==> config.mk <==
export PLATFORM = sky130hd
export DESIGN_NAME = poly_tone_gen
export DESIGN_NICKNAME = d
export VERILOG_FILES = /design/src/rtl/poly_tone_gen.sv
export SDC_FILE = /design/constraint.sdc
export NUM_CORES = 1
export LEC_CHECK = 0
export ABC_AREA = 1
export CAP_MARGIN = 20
export CORE_MARGIN = 8
export CORE_UTILIZATION = 56
export CTS_CLUSTER_DIAMETER = 80
export DETAILED_ROUTE_END_ITERATION = 8
export DONT_BUFFER_PORTS = 1
export PLACE_DENSITY_LB_ADDON = 0.1
export SYNTH_ARGS = -nofsm -noshare
export SYNTH_HDL_FRONTEND = slang
export SYNTH_SLANG_ARGS = --single-unit
==> constraint.sdc <==
create_clock -name clk -period 5.25 [get_ports clk]
set_input_delay 0.525 -clock clk [delete_from_list [all_inputs] [get_ports clk]]
set_output_delay 0.525 -clock clk [all_outputs]
set_load 0.005 [all_outputs]
==> src/rtl/poly_tone_gen.sv <==
module poly_tone_gen #(
  parameter int BASE_DIV = 28,
  parameter int SLOW_DIV = 114
) (
  input  logic       clk,
  input  logic       rst_n,
  input  logic       wr_en,
  input  logic [3:0] wr_addr,
  input  logic [7:0] wr_data,
  output logic [7:0] rnd_data,
  output logic [5:0] mix_out
);
  localparam int MAXDIV = (SLOW_DIV > BASE_DIV) ? SLOW_DIV : BASE_DIV;
  localparam int PW = $clog2(MAXDIV);

  logic [7:0] freq [4];
  logic [7:0] ctrl [4];
  logic [7:0] gctl;

  always_ff @(posedge clk) begin
    if (!rst_n) begin
      for (int i = 0; i < 4; i++) begin
        freq[i] <= '0;
        ctrl[i] <= '0;
      end
      gctl <= '0;
    end else if (wr_en) begin
      if (!wr_addr[3]) begin
        if (wr_addr[0]) ctrl[wr_addr[2:1]] <= wr_data;
        else            freq[wr_addr[2:1]] <= wr_data;
      end else if (wr_addr[2:0] == 3'd0) begin
        gctl <= wr_data;
      end
    end
  end

  logic [PW-1:0] pre;
  logic          base_tick;
  assign base_tick = (pre == '0);

  always_ff @(posedge clk) begin
    if (!rst_n)         pre <= PW'(BASE_DIV - 1);
    else if (base_tick) pre <= gctl[0] ? PW'(SLOW_DIV - 1) : PW'(BASE_DIV - 1);
    else                pre <= pre - 1'b1;
  end

  logic [3:0]  p4_q;
  logic [4:0]  p5_q;
  logic [8:0]  p9_q;
  logic [16:0] p17_q;

  always_ff @(posedge clk) begin
    if (!rst_n) begin
      p4_q  <= '1;
      p5_q  <= '1;
      p9_q  <= '1;
      p17_q <= '1;
    end else begin
      p4_q  <= {p4_q[2:0], p4_q[3] ^ p4_q[2]};
      p5_q  <= {p5_q[3:0], p5_q[4] ^ p5_q[2]};
      p9_q  <= {p9_q[7:0], p9_q[8] ^ p9_q[4]};
      p17_q <= {p17_q[15:0], p17_q[16] ^ p17_q[13]};
    end
  end

  logic poly4, poly5, poly_long;
  assign poly4     = p4_q[3];
  assign poly5     = p5_q[4];
  assign poly_long = gctl[7] ? p9_q[8] : p17_q[16];
  assign rnd_data  = gctl[7] ? p9_q[8:1] : p17_q[16:9];

  logic [1:0] pair, fast;
  logic [3:0] uf;
  assign pair = {gctl[3], gctl[4]};
  assign fast = {gctl[5], gctl[6]};

  for (genvar p = 0; p < 2; p++) begin : g_pair
    localparam int LO = 2 * p;
    localparam int HI = 2 * p + 1;
    logic       t_lo, t_hi;
    logic [7:0] c_lo, c_hi;
    logic       z16;

    assign t_lo = fast[p] | base_tick;
    assign t_hi = pair[p] ? t_lo : base_tick;
    assign z16  = ({c_hi, c_lo} == 16'd0);
    assign uf[LO] = !pair[p] && t_lo && (c_lo == 8'd0);
    assign uf[HI] = pair[p] ? (t_lo && z16) : (t_hi && (c_hi == 8'd0));

    always_ff @(posedge clk) begin
      if (!rst_n) begin
        c_lo <= '0;
        c_hi <= '0;
      end else if (pair[p]) begin
        if (t_lo) {c_hi, c_lo} <= z16 ? {freq[HI], freq[LO]} : {c_hi, c_lo} - 16'd1;
      end else begin
        if (t_lo) c_lo <= (c_lo == 8'd0) ? freq[LO] : c_lo - 8'd1;
        if (t_hi) c_hi <= (c_hi == 8'd0) ? freq[HI] : c_hi - 8'd1;
      end
    end
  end

  logic [3:0] out_q;
  logic [1:0] hp_q;

  always_ff @(posedge clk) begin
    if (!rst_n) begin
      out_q <= '0;
      hp_q  <= '0;
    end else begin
      for (int i = 0; i < 4; i++) begin
        if (uf[i] && (ctrl[i][7] || poly5))
          out_q[i] <= ctrl[i][5] ? ~out_q[i] : (ctrl[i][6] ? poly4 : poly_long);
      end
      if (uf[2]) hp_q[0] <= out_q[0];
      if (uf[3]) hp_q[1] <= out_q[1];
    end
  end

  logic [3:0] eff, on;
  assign eff[0] = out_q[0] ^ (gctl[2] & hp_q[0]);
  assign eff[1] = out_q[1] ^ (gctl[1] & hp_q[1]);
  assign eff[2] = out_q[2];
  assign eff[3] = out_q[3];

  assign on[0] = ctrl[0][4] | (eff[0] & ~pair[0]);
  assign on[1] = ctrl[1][4] | eff[1];
  assign on[2] = ctrl[2][4] | (eff[2] & ~pair[1]);
  assign on[3] = ctrl[3][4] | eff[3];

  logic [5:0] level;
  always_comb begin
    level = '0;
    for (int i = 0; i < 4; i++)
      if (on[i]) level = level + {2'b00, ctrl[i][3:0]};
  end

  always_ff @(posedge clk) begin
    if (!rst_n) mix_out <= '0;
    else        mix_out <= level;
  end
endmodule

Word-level counts from Yosys, hierarchy flattened

Memory sizes are Yosys's and may differ from the RTL's.
Cells that the tools add are included.

Register bits: 94
Memory bits (writable): 64
Bits of input ports: 15
Output and inout port bits: 14
Logic and storage cells: 141
Memories: 2

Memories:

| memory | depth | bits a word | rd ports | clocked after Yosys merged registers in | wr ports | RTL line | RTL |
|---|---|---|---|---|---|---|---|
| ctrl   | 4     | 8           | 4        | 0                                       | 4        | 17       | `logic [7:0] ctrl [4];` |
| freq   | 4     | 8           | 4        | 0                                       | 4        | 16       | `logic [7:0] freq [4];` |

$add $sub $neg: 10
Eq/ne operators: 2
Mux-type cells: 55
Bitwise operators: 22
Reductions and logical operators: 33

Operators by type and width:

| kind                                                | number |
|---|---|
| 2-to-1 mux 8 bit                                    | 19 |
| logical NOT 16 bit                                  | 2 |
| logical NOT 8 bit                                   | 4 |
| 2-to-1 mux 16 bit                                   | 2 |
| subtractor 16 x 1 -> 16 bit (second input constant) | 2 |
| subtractor 8 x 1 -> 8 bit (second input constant)   | 4 |
| 2-to-1 mux 1 bit                                    | 26 |
| adder 6 x 4 -> 6 bit                                | 3 |
| 2-to-1 mux 6 bit                                    | 3 |
| OR reduction 8 bit                                  | 2 |
| 2-to-1 mux 7 bit                                    | 2 |
| logical AND 1 bit                                   | 12 |
| logical NOT 7 bit                                   | 1 |
| subtractor 7 x 1 -> 7 bit (second input constant)   | 1 |
| inverter 1 bit                                      | 6 |
| bitwise OR 1 bit                                    | 6 |
| XOR 1 bit                                           | 6 |
| bitwise AND 1 bit                                   | 4 |
| logical OR 1 bit                                    | 4 |
| 2-to-1 mux 2 bit                                    | 2 |
| 2-to-1 mux 4 bit                                    | 1 |
| != test 2 x 1 -> 1 bit (second input constant)      | 2 |
| AND reduction 2 bit                                 | 2 |
| nonzero test 2 bit                                  | 2 |
| 3 further kinds                                     | 4 |

Depth between registers and ports, before layout

Gate-level depths: netlist (run 1).

Word-level depth: 11
Depth in mapped cells: 28
Depth with buffers taken out: 28

Worst setup path after synthesis (run 1)

OpenSTA, ideal clock, no wires.

Path kind: register to register
Start: register gctl[4]
End: register mix_out[3]
Setup time: 0.109 ns
Data arrival time: 3.671 ns
Required time: 5.141 ns
Path slack: 1.470 ns
Cell stages (with the launch flop): 24
Path buffers: 0
Clock period less this slack: 3.780 ns
Path through: dfxtp_1 -> inv_2 -> nand3_1 -> nand2_1 -> inv_1 -> nor2_1 -> ha_1 -> inv_1 -> fa_1 -> or2_2 -> o21ai_1 -> ha_1 -> nand2_1 -> nor2_1 -> a211oi_1 -> nor2_1 -> or3b_2 -> nand2_1 -> ha_1 -> xor2_1 -> o21ai_0 -> inv_1 -> nand2_1 -> inv_1

Word-level cells in the longest chain between the ends: 10

RTL lines:

| element                  | RTL line | RTL |
|---|---|---|
| start: declaration       | 18       | `logic [7:0] gctl;` |
| start signal: assignment | 32       | `gctl <= wr_data;` |
| inverter 1 bit *         | 126      | `assign on[0] = ctrl[0][4] \| (eff[0] & ~pair[0]);` |
| bitwise AND 1 bit *      | 126      |  |
| bitwise OR 1 bit *       | 126      |  |
| 2-to-1 mux 4 bit *       | 135      | `if (on[i]) level = level + {2'b00, ctrl[i][3:0]};` |
| adder 6 x 4 -> 6 bit     | 135      |  |
| 2-to-1 mux 6 bit *       | 135      |  |
| adder 6 x 4 -> 6 bit     | 135      |  |
| 2-to-1 mux 6 bit *       | 135      |  |
| adder 6 x 4 -> 6 bit     | 135      |  |
| 2-to-1 mux 6 bit *       | 135      |  |
| end signal: assignment   | 140      | `else mix_out <= level;` |
| end: declaration         | 11       | `output logic [5:0] mix_out` |

Every way passes the cells marked *; elsewhere a longest branch is shown, timed or not.
A chain may end at the register's enable or synchronous reset.

Worst setup path in the final report (run 1)

Ends and elaborated chain as after synthesis.

==> summary by stage, run 1 <==
Outcome
The run finished with clean final reports.

Worst setup path
The critical path launch point type is a flip-flop. The number of cells on the worst reg-to-reg path is 24. Walking the worst path, the cells encountered are buf_4 -> inv_2 -> nand3_1 -> nand2_1 -> inv_1 -> nor2_1 -> ha_1 -> inv_1 -> fa_1 -> or2_2 -> o21ai_1 -> ha_1 -> nand2_1 -> nor2_1 -> a211oi_1 -> nor2_1 -> or3b_2 -> nand2_1 -> ha_1 -> xor2_1 -> o21ai_0 -> inv_1 -> nand2_1 -> inv_1. In this run the critical register-to-register path is captured at mix_out[3].

Along the worst path, the maximum fanout reaches 16. The critical path contains buffers and inverters numbering 6 combined. The most critical setup path has its startpoint at gctl[4]. The required time at the endpoint of the critical path is 5.58 ns. Counting buffers and inverters, the worst setup path is 24 cells deep. For flop-to-flop paths, the worst setup slack is 0.90 ns.

The maximum cell stage delay along the critical path is 0.46 ns. The critical path data arrival time is 4.68 ns. The startpoint identified for the worst register-to-register timing path is gctl[4]. The kind of end point of the critical path is a flip-flop.

Among cell families on the critical path, the largest total delay comes from simple AND/OR/NAND/NOR gates. The capture point of the critical path is mix_out[3]. The worst setup path is of the reg -> reg kind. The cell with the largest stage delay on the worst path is or3b_2.

CTS
TritonCTS built the clock tree. The post-CTS setup repair buffer count is 0. The total of cells resized after clock tree synthesis is 0. The tree is rooted in a clkbuf_16. In this run the number of H-tree levels came out at 4. Buffers inserted during clock tree synthesis total 17.

After clock tree synthesis, the clock-pin slew on the worst setup and hold paths is 0.07 ns. The number of buffers inserted by hold repair at cts is 0. The clock passes through at most 2 buffers. The clock sink count is 158.

The clock latency of the later-clocked register in the worst-skew pair is 0.43 ns.

Global routing
The first global-routing pass estimated 30.22 mm of wire. The sum of overflow across all layers after global routing is 0. Global routing used 21.17% of the available tracks. The number of global-route vias before repair came to 6,157. The pin count of the biggest net entering global routing is 62. The initial antenna violation count is 0.

Timing
The max-slew violation count is 0. The number of failing setup endpoints in the final timing report is 0. At the pin with the least slew margin, the transition time is 1.005 ns. The setup TNS is 0 ns. Hold timing on the final database bottoms out at a slack of 0.1840 ns. On the final layout, the worst clock skew is 0.008093 ns. The maximum clock rate is 0.2298 GHz.

Dividing the final minimum period by the clock period gives 82.90%. The final critical-path required period is 4.352 ns. Setup repair after global routing left no endpoint under its margin. The worst max-slew margin expressed relative to the limit is 32.58%.

The final hold violation count came to 0.

Route
Signal routing reaches up to met4. The total routed wirelength is 18.29 mm. The routed length on met1 is 8.175 mm. The number of DRC markers in iteration 0 is 532. In the detailed route, the total length drawn on met2 is 8.538 mm. The final antenna-violating net count is 0.

The via count normalized by instance count is 5.591. The number of vias after detailed routing is 6,245. The first-pass iteration count of the detailed router is 5. The routed design uses 1.049 mm of met3 wire.

After detailed routing, the average wire length per cell comes to 16.37 um. The total DRC errors in the routed layout is 0.

Floorplanning
The width of the die is 133.9 um. Pin placement for this block handled 29 I/O pins. The die is 133.9 um tall. The effective utilization at floorplan is 56.78%.

The total die area is 17,940 um2. The number of placement rows is 43. The region available for standard cell placement spans 13,720 um2.

Cells and area
In the final design database the tool counted 963 nets. 0 antenna diodes ended up in the layout. The post-route netlist has 11.10% of its cells at a drive strength greater than 1. The filler cell count is 1,213. Relative to the synthesized area, the layout overhead comes to 9.123%.

Synth
Synthesis instantiated 50 different standard cells from the library. During synthesis, Yosys emitted a total of 0 warnings. Sequential cells were found to cover 48.83% of the synthesized design area. The number of nets produced by synthesis is 964. The mapped cell area is 7790 um2. Synthesis produced a netlist whose cell count is 925. By area the synthesized netlist is led by edfxtp_1, dfxtp_1, nand2_1, nor2_1, o21ai_0. After synthesis, the largest area contributor takes up 24.67% of total cell area. The register bit count reported by yosys is 158. A synthesized cell averages 8.422 um2. The cell accounting for the most synthesized area is edfxtp_1.

Placed design
During placement, the flow inserted port buffers numbering 0. Once detailed placement completed, the half-perimeter wirelength came to 12.81 mm. Routability-driven placement finished with a final weighted congestion of 0.8472.

Worst hold path
The number of cells traversed by the worst hold path is 1. The tightest min-delay check is of the in -> reg type.

Pwr
The leakage power is 3.526 nW. The total power divided by cell area is 342.0 nW/um2. The worst supply voltage drop on vdd is 0.2644 mV.

Run
The max-capacitance violation count is 0.
-- how the worst min path moves through the flow --
stage | startpoint | to
after floorplan | pre[0] | pre[0]
after global placement | pre[0] | pre[0]
after detailed placement | p9_q[0] | p9_q[1]
after CTS | rst_n | p17_q[11]
after global routing | rst_n | p17_q[14]
final | rst_n | p17_q[11]
-- synthesized netlist by cell type, drive strengths merged --
cell type,number
or3b,1
a31oi,12
nor2,128
o211ai,11
o221ai,5
nand4,6
nand3,27
o21ai,97
o22a,2
o31ai,1
buf,8
nand2,134
o32ai,1
dfxtp,94
nor3,34
fa,3
xnor2,8
clkbuf,18
xor2,21
o21bai,1
a311oi,2
edfxtp,64
nor2b,1
clkinv,4
a211oi,10
a21oi,64
ha,21
o2111ai,2
nand3b,1
inv,116
or2,28
-- cells in the final DEF, fill, tap and decap left out, types with 4 or more instances in the layout --
master	netlist	routed
xnor2_1	8	8
xor2_1	21	21
o221ai_1	5	5
a31oi_1	12	12
nand2_1	129	129
clkbuf_16	0	18
nand4_1	6	6
clkinv_1	4	4
nor3_2	4	4
o21ai_1	19	19
ha_1	21	21
a21oi_1	61	61
nor2_1	121	121
edfxtp_1	64	64
or2_2	25	25
inv_2	15	15
nor3_1	30	30
inv_1	101	101
o21ai_0	76	76
a211oi_1	9	9
nand3_1	25	25
o211ai_1	11	11
dfxtp_1	94	94
inv_6	0	5
-- state kept, by name (all words and copies together) (netlist names) --
signal       cells
gctl             8
freq            32
p9_q             9
p5_q             5
pre              7
hp_q             2
p4_q             4
mix_out          6
ctrl            32
g_pair.c_hi     16
g_pair.c_lo     16
out_q            4
p17_q           17
-- power by group --
part	switching (mW)	internal, mW
registers	0.0316	1.33
clock network	0.537	0.653
logic	0.241	0.114
total	0.809	2.10
-- logic make-up after synthesis --
| family | synth area share (%) |
|---|---|
| AND/OR/NAND/NOR | 20.98 |
| flip-flops | 48.83 |
| AO/OA/AOI/OAI | 15.50 |
| adder cells (fa/ha/maj) | 4.144 |
| XOR/XNOR | 3.261 |
| buffers and inverters | 7.292 |
-- per-stage QoR --
stage	total power, mW	instance area, um2	util (%)	std cells	worst slack [ns]
finish	2.907	8501	61.96	1117	0.8980
global route	3.028	8501	61.96	1117	0.5560
CTS	2.924	8486	61.85	1114	0.9405
detailed placement	1.739	7918	57.71	1082	0.9510
global placement	1.722	7913	57.67	1081	1.114
floorplan	1.659	7790	-	925	1.470
-- per-layer routing --
metal | up-vias | track usage, %
li1 | 3097 | -
met1 | 2930 | 26.61
met2 | 180 | 34.10
met3 | 38 | 4.712
met4 | 0 | 9.732
met5 | - | 0
-- cell type report --
cell class / count / area [um2] / share of cell area (%)
Clock buffer: 20 / 457.9 / 5.387
Clock inverter: 12 / 110.1 / 1.295
Inverter: 120 / 450.4 / 5.299
Multi-Input combinational cell: 621 / 3418 / 40.21
Sequential cell: 158 / 3804 / 44.75
Tap cell: 180 / 225.2 / 2.649
Timing Repair Buffer: 6 / 35.03 / 0.4121
Note: power is estimated with default switching activity, not from simulation.
==> inputs of run 2 (changes only) <==
==> constraint.sdc (replaced) <==
create_clock -name clk -period 3.7 [get_ports clk]
set_input_delay 0.37 -clock clk [delete_from_list [all_inputs] [get_ports clk]]
set_output_delay 0.37 -clock clk [all_outputs]
set_load 0.005 [all_outputs]
==> summary by stage, run 2 (synthesis results as in run 1) <==
Cells and area
In the final layout, the registers with the most flip-flops are ctrl: 32 flops, freq: 32 flops, p17_q: 17 flops. The layout cell share with drive strength beyond 1 is 18.29% (+7.2 points). The final core utilization is 65.44% (+3.5 points). In the layout the commonest cells are nor2_1, nand2_1, inv_1. The area growth from synthesis to final layout is 15.24%. The final-stage net count is 994 (+3.2%). The antenna diode count is 0 (unchanged). The filler cell count is 1,149 (-5.3%).

Global routing
The number of global-route vias before repair is 6,080 (-1.3%). The initial antenna violation count is 0 (unchanged). The pin count of the biggest net entering global routing came to 62 (unchanged).

The first-pass GRT wire length is 29.86 mm (-1.2%). The all-layer global routing usage came to 20.83% (-0.33 points). The sum of overflow across all layers after global routing was 0 (unchanged).

Route
The final antenna-violating net count is 0 (unchanged). The total DRC errors in the routed layout came to 0 (unchanged). The first-pass iteration count of the detailed router came to 5 (unchanged).

The detailed-route wire length per cell is 16.48 um (+0.68%). The via count normalized by instance count is 5.558 (-0.58%). The number of vias after detailed routing is 6,381 (+2.2%). The number of DRC markers in iteration 0 is 534 (+0.38%).

The total routed wirelength is 18.92 mm (+3.5%).

CTS
The number of buffers inserted during clock tree synthesis came to 17 (unchanged). The clock latency of the later-clocked register in the worst-skew pair is 0.43 ns (about the same). The root buffer cell is clkbuf_16. The clock tree buffer depth was 2 (unchanged). The clock tree from TritonCTS is built. The clock edge transition at the registers on the reported setup and hold paths is 0.07 ns (about the same). The clock sink count is 158 (unchanged). The H-tree depth reported by CTS is 4 (unchanged).

Run
The max-capacitance violation count is 0 (unchanged).

Pwr
The leakage power is 3.714 nW (+5.3%). The worst supply voltage drop on vdd is 0.3217 mV (+22%). The total power divided by cell area is 480.9 nW/um2 (+41%).

Timing
The final critical-path required period was 3.739 ns (-0.6132 ns). The smallest setup slack after layout is -0.03878 ns (-0.9368 ns). The maximum clock rate is 0.2675 GHz (+16%). The worst max-slew margin expressed relative to the limit came to 32.97% (+0.39 points).

The transition time at the pin with the least slew margin is 0.9988 ns (-0.005812 ns). The ratio of final minimum period to clock period came to 101.0% (+18 points). The number of failing setup endpoints in the final timing report came to 3 (+3). Setup repair after global routing could not meet its margin everywhere.

The setup TNS came to -0.08964 ns (-0.08964 ns). The max-slew violation count came to 0 (unchanged). The final setup skew is 0.01278 ns (+0.004685 ns). The final hold violation count is 0 (unchanged).

Worst setup path
The setup path with the least slack is of type reg -> reg. The critical path launch point type is a flip-flop. The largest driver fanout on the critical path was 3 (-13). The worst setup path is captured at a flip-flop. The required time at the endpoint of the critical path is 4.03 ns (-1.55 ns). The critical path data arrival time came to 4.07 ns (-0.61 ns).

Worst hold path
The type of the tightest min-delay check is in -> reg.

Placed design
The final estimated routing congestion in global placement is 0.8656 (+2.2%). The number of buffer cells added on primary ports is 0 (unchanged). The total half-perimeter wirelength after legalization and detailed placement is 12.75 mm (-0.48%).

Floorplanning
The top-level port count is 29 (unchanged). The overall die height is 133.9 um (unchanged). The number of placement rows came to 43 (unchanged). The total die area is 17,940 um2 (unchanged).

The width of the die is 133.9 um (unchanged). The core box area is 13,720 um2 (unchanged). The effective utilization at floorplan is 56.78% (unchanged).

Outcome
The flow ran to the end, but the final reports show violations. The final reports fail on setup timing.
==> run 2: cell type report <==
type / instances / area (um2) / share of cell area, %
repair buffers: 37 / 280.3 / 3.122
inverters: 120 / 452.9 / 5.045
flip-flops and latches: 158 / 3810 / 42.44
clock inverters: 13 / 138.9 / 1.547
multi-input cells: 621 / 3616 / 40.28
well taps: 180 / 225.2 / 2.509
clock buffers: 19 / 454.2 / 5.059
==> run 2: repair_timing <==
action / CTS / global route
buffers inserted: 18 / 3
resized for setup: 20 / 34
hold buffers: 0 / 0
setup endpoints to repair: 4 / 5
pin swaps: 10 / 20
==> run 2: power by group <==
part / internal, mW / leakage [nW] / switching (mW)
Clock: 0.995 / 0.293 / 0.758
Combinational: 0.244 / 2.04 / 0.384
Sequential: 1.89 / 1.38 / 0.0476
==> run 2: metal layers <==
metal  share of wire [%]  track usage, %  vias to the layer above
met5                   0               0                        -
met3                 6.3           5.647                       22
met2                  49           34.38                      196
met4                 1.4           7.049                        0
met1                  44           25.82                     3013
li1                    -               -                     3150
==> run 2: critical path: stages (launching register included) <==
cell and delay [ns]:
dfxtp_4 0.37, nand2_2 0.06, nand2_2 0.06, nand3_2 0.07, nand2_2 0.08, inv_2 0.05
nor2_4 0.12, ha_4 0.15, inv_2 0.05, fa_2 0.39, inv_2 0.08, or2_4 0.11
a21oi_2 0.05, a21oi_2 0.20, ha_4 0.24, nand2_2 0.07, nor2_2 0.04, a211oi_2 0.19
nor2_1 0.08, or3b_4 0.42, nand2_4 0.10, ha_4 0.21, xor2_2 0.16, o21ai_1 0.14
inv_1 0.06, nand2_1 0.06, inv_1 0.03
==> run 2: worst paths after layout <==
path                              endpoint     from  depth (start not counted)  slack, ns
worst max-delay path            mix_out[3]  hp_q[0]                         26      -0.04
worst min-delay path             p17_q[14]    rst_n                          1       0.03
worst max register to register  mix_out[3]  hp_q[0]                         26      -0.04
worst min register to register     p5_q[2]  p5_q[1]                          1       0.41
==> run 2: through the flow <==
stage,setup slack [ns],area [um2],cells,total power [mW],hold slack (ns)
2_1_floorplan,0.001188,7799,925,2.356,0.3827
3_3_place_gp,-0.04390,8004,1092,2.465,0.3914
3_5_place_dp,-0.2131,8009,1093,2.480,0.3962
4_1_cts,-0.01232,8805,1143,4.273,0.01458
5_1_grt,-0.2326,8977,1148,4.487,0.005738
6_report,-0.03878,8977,1148,4.317,0.02981
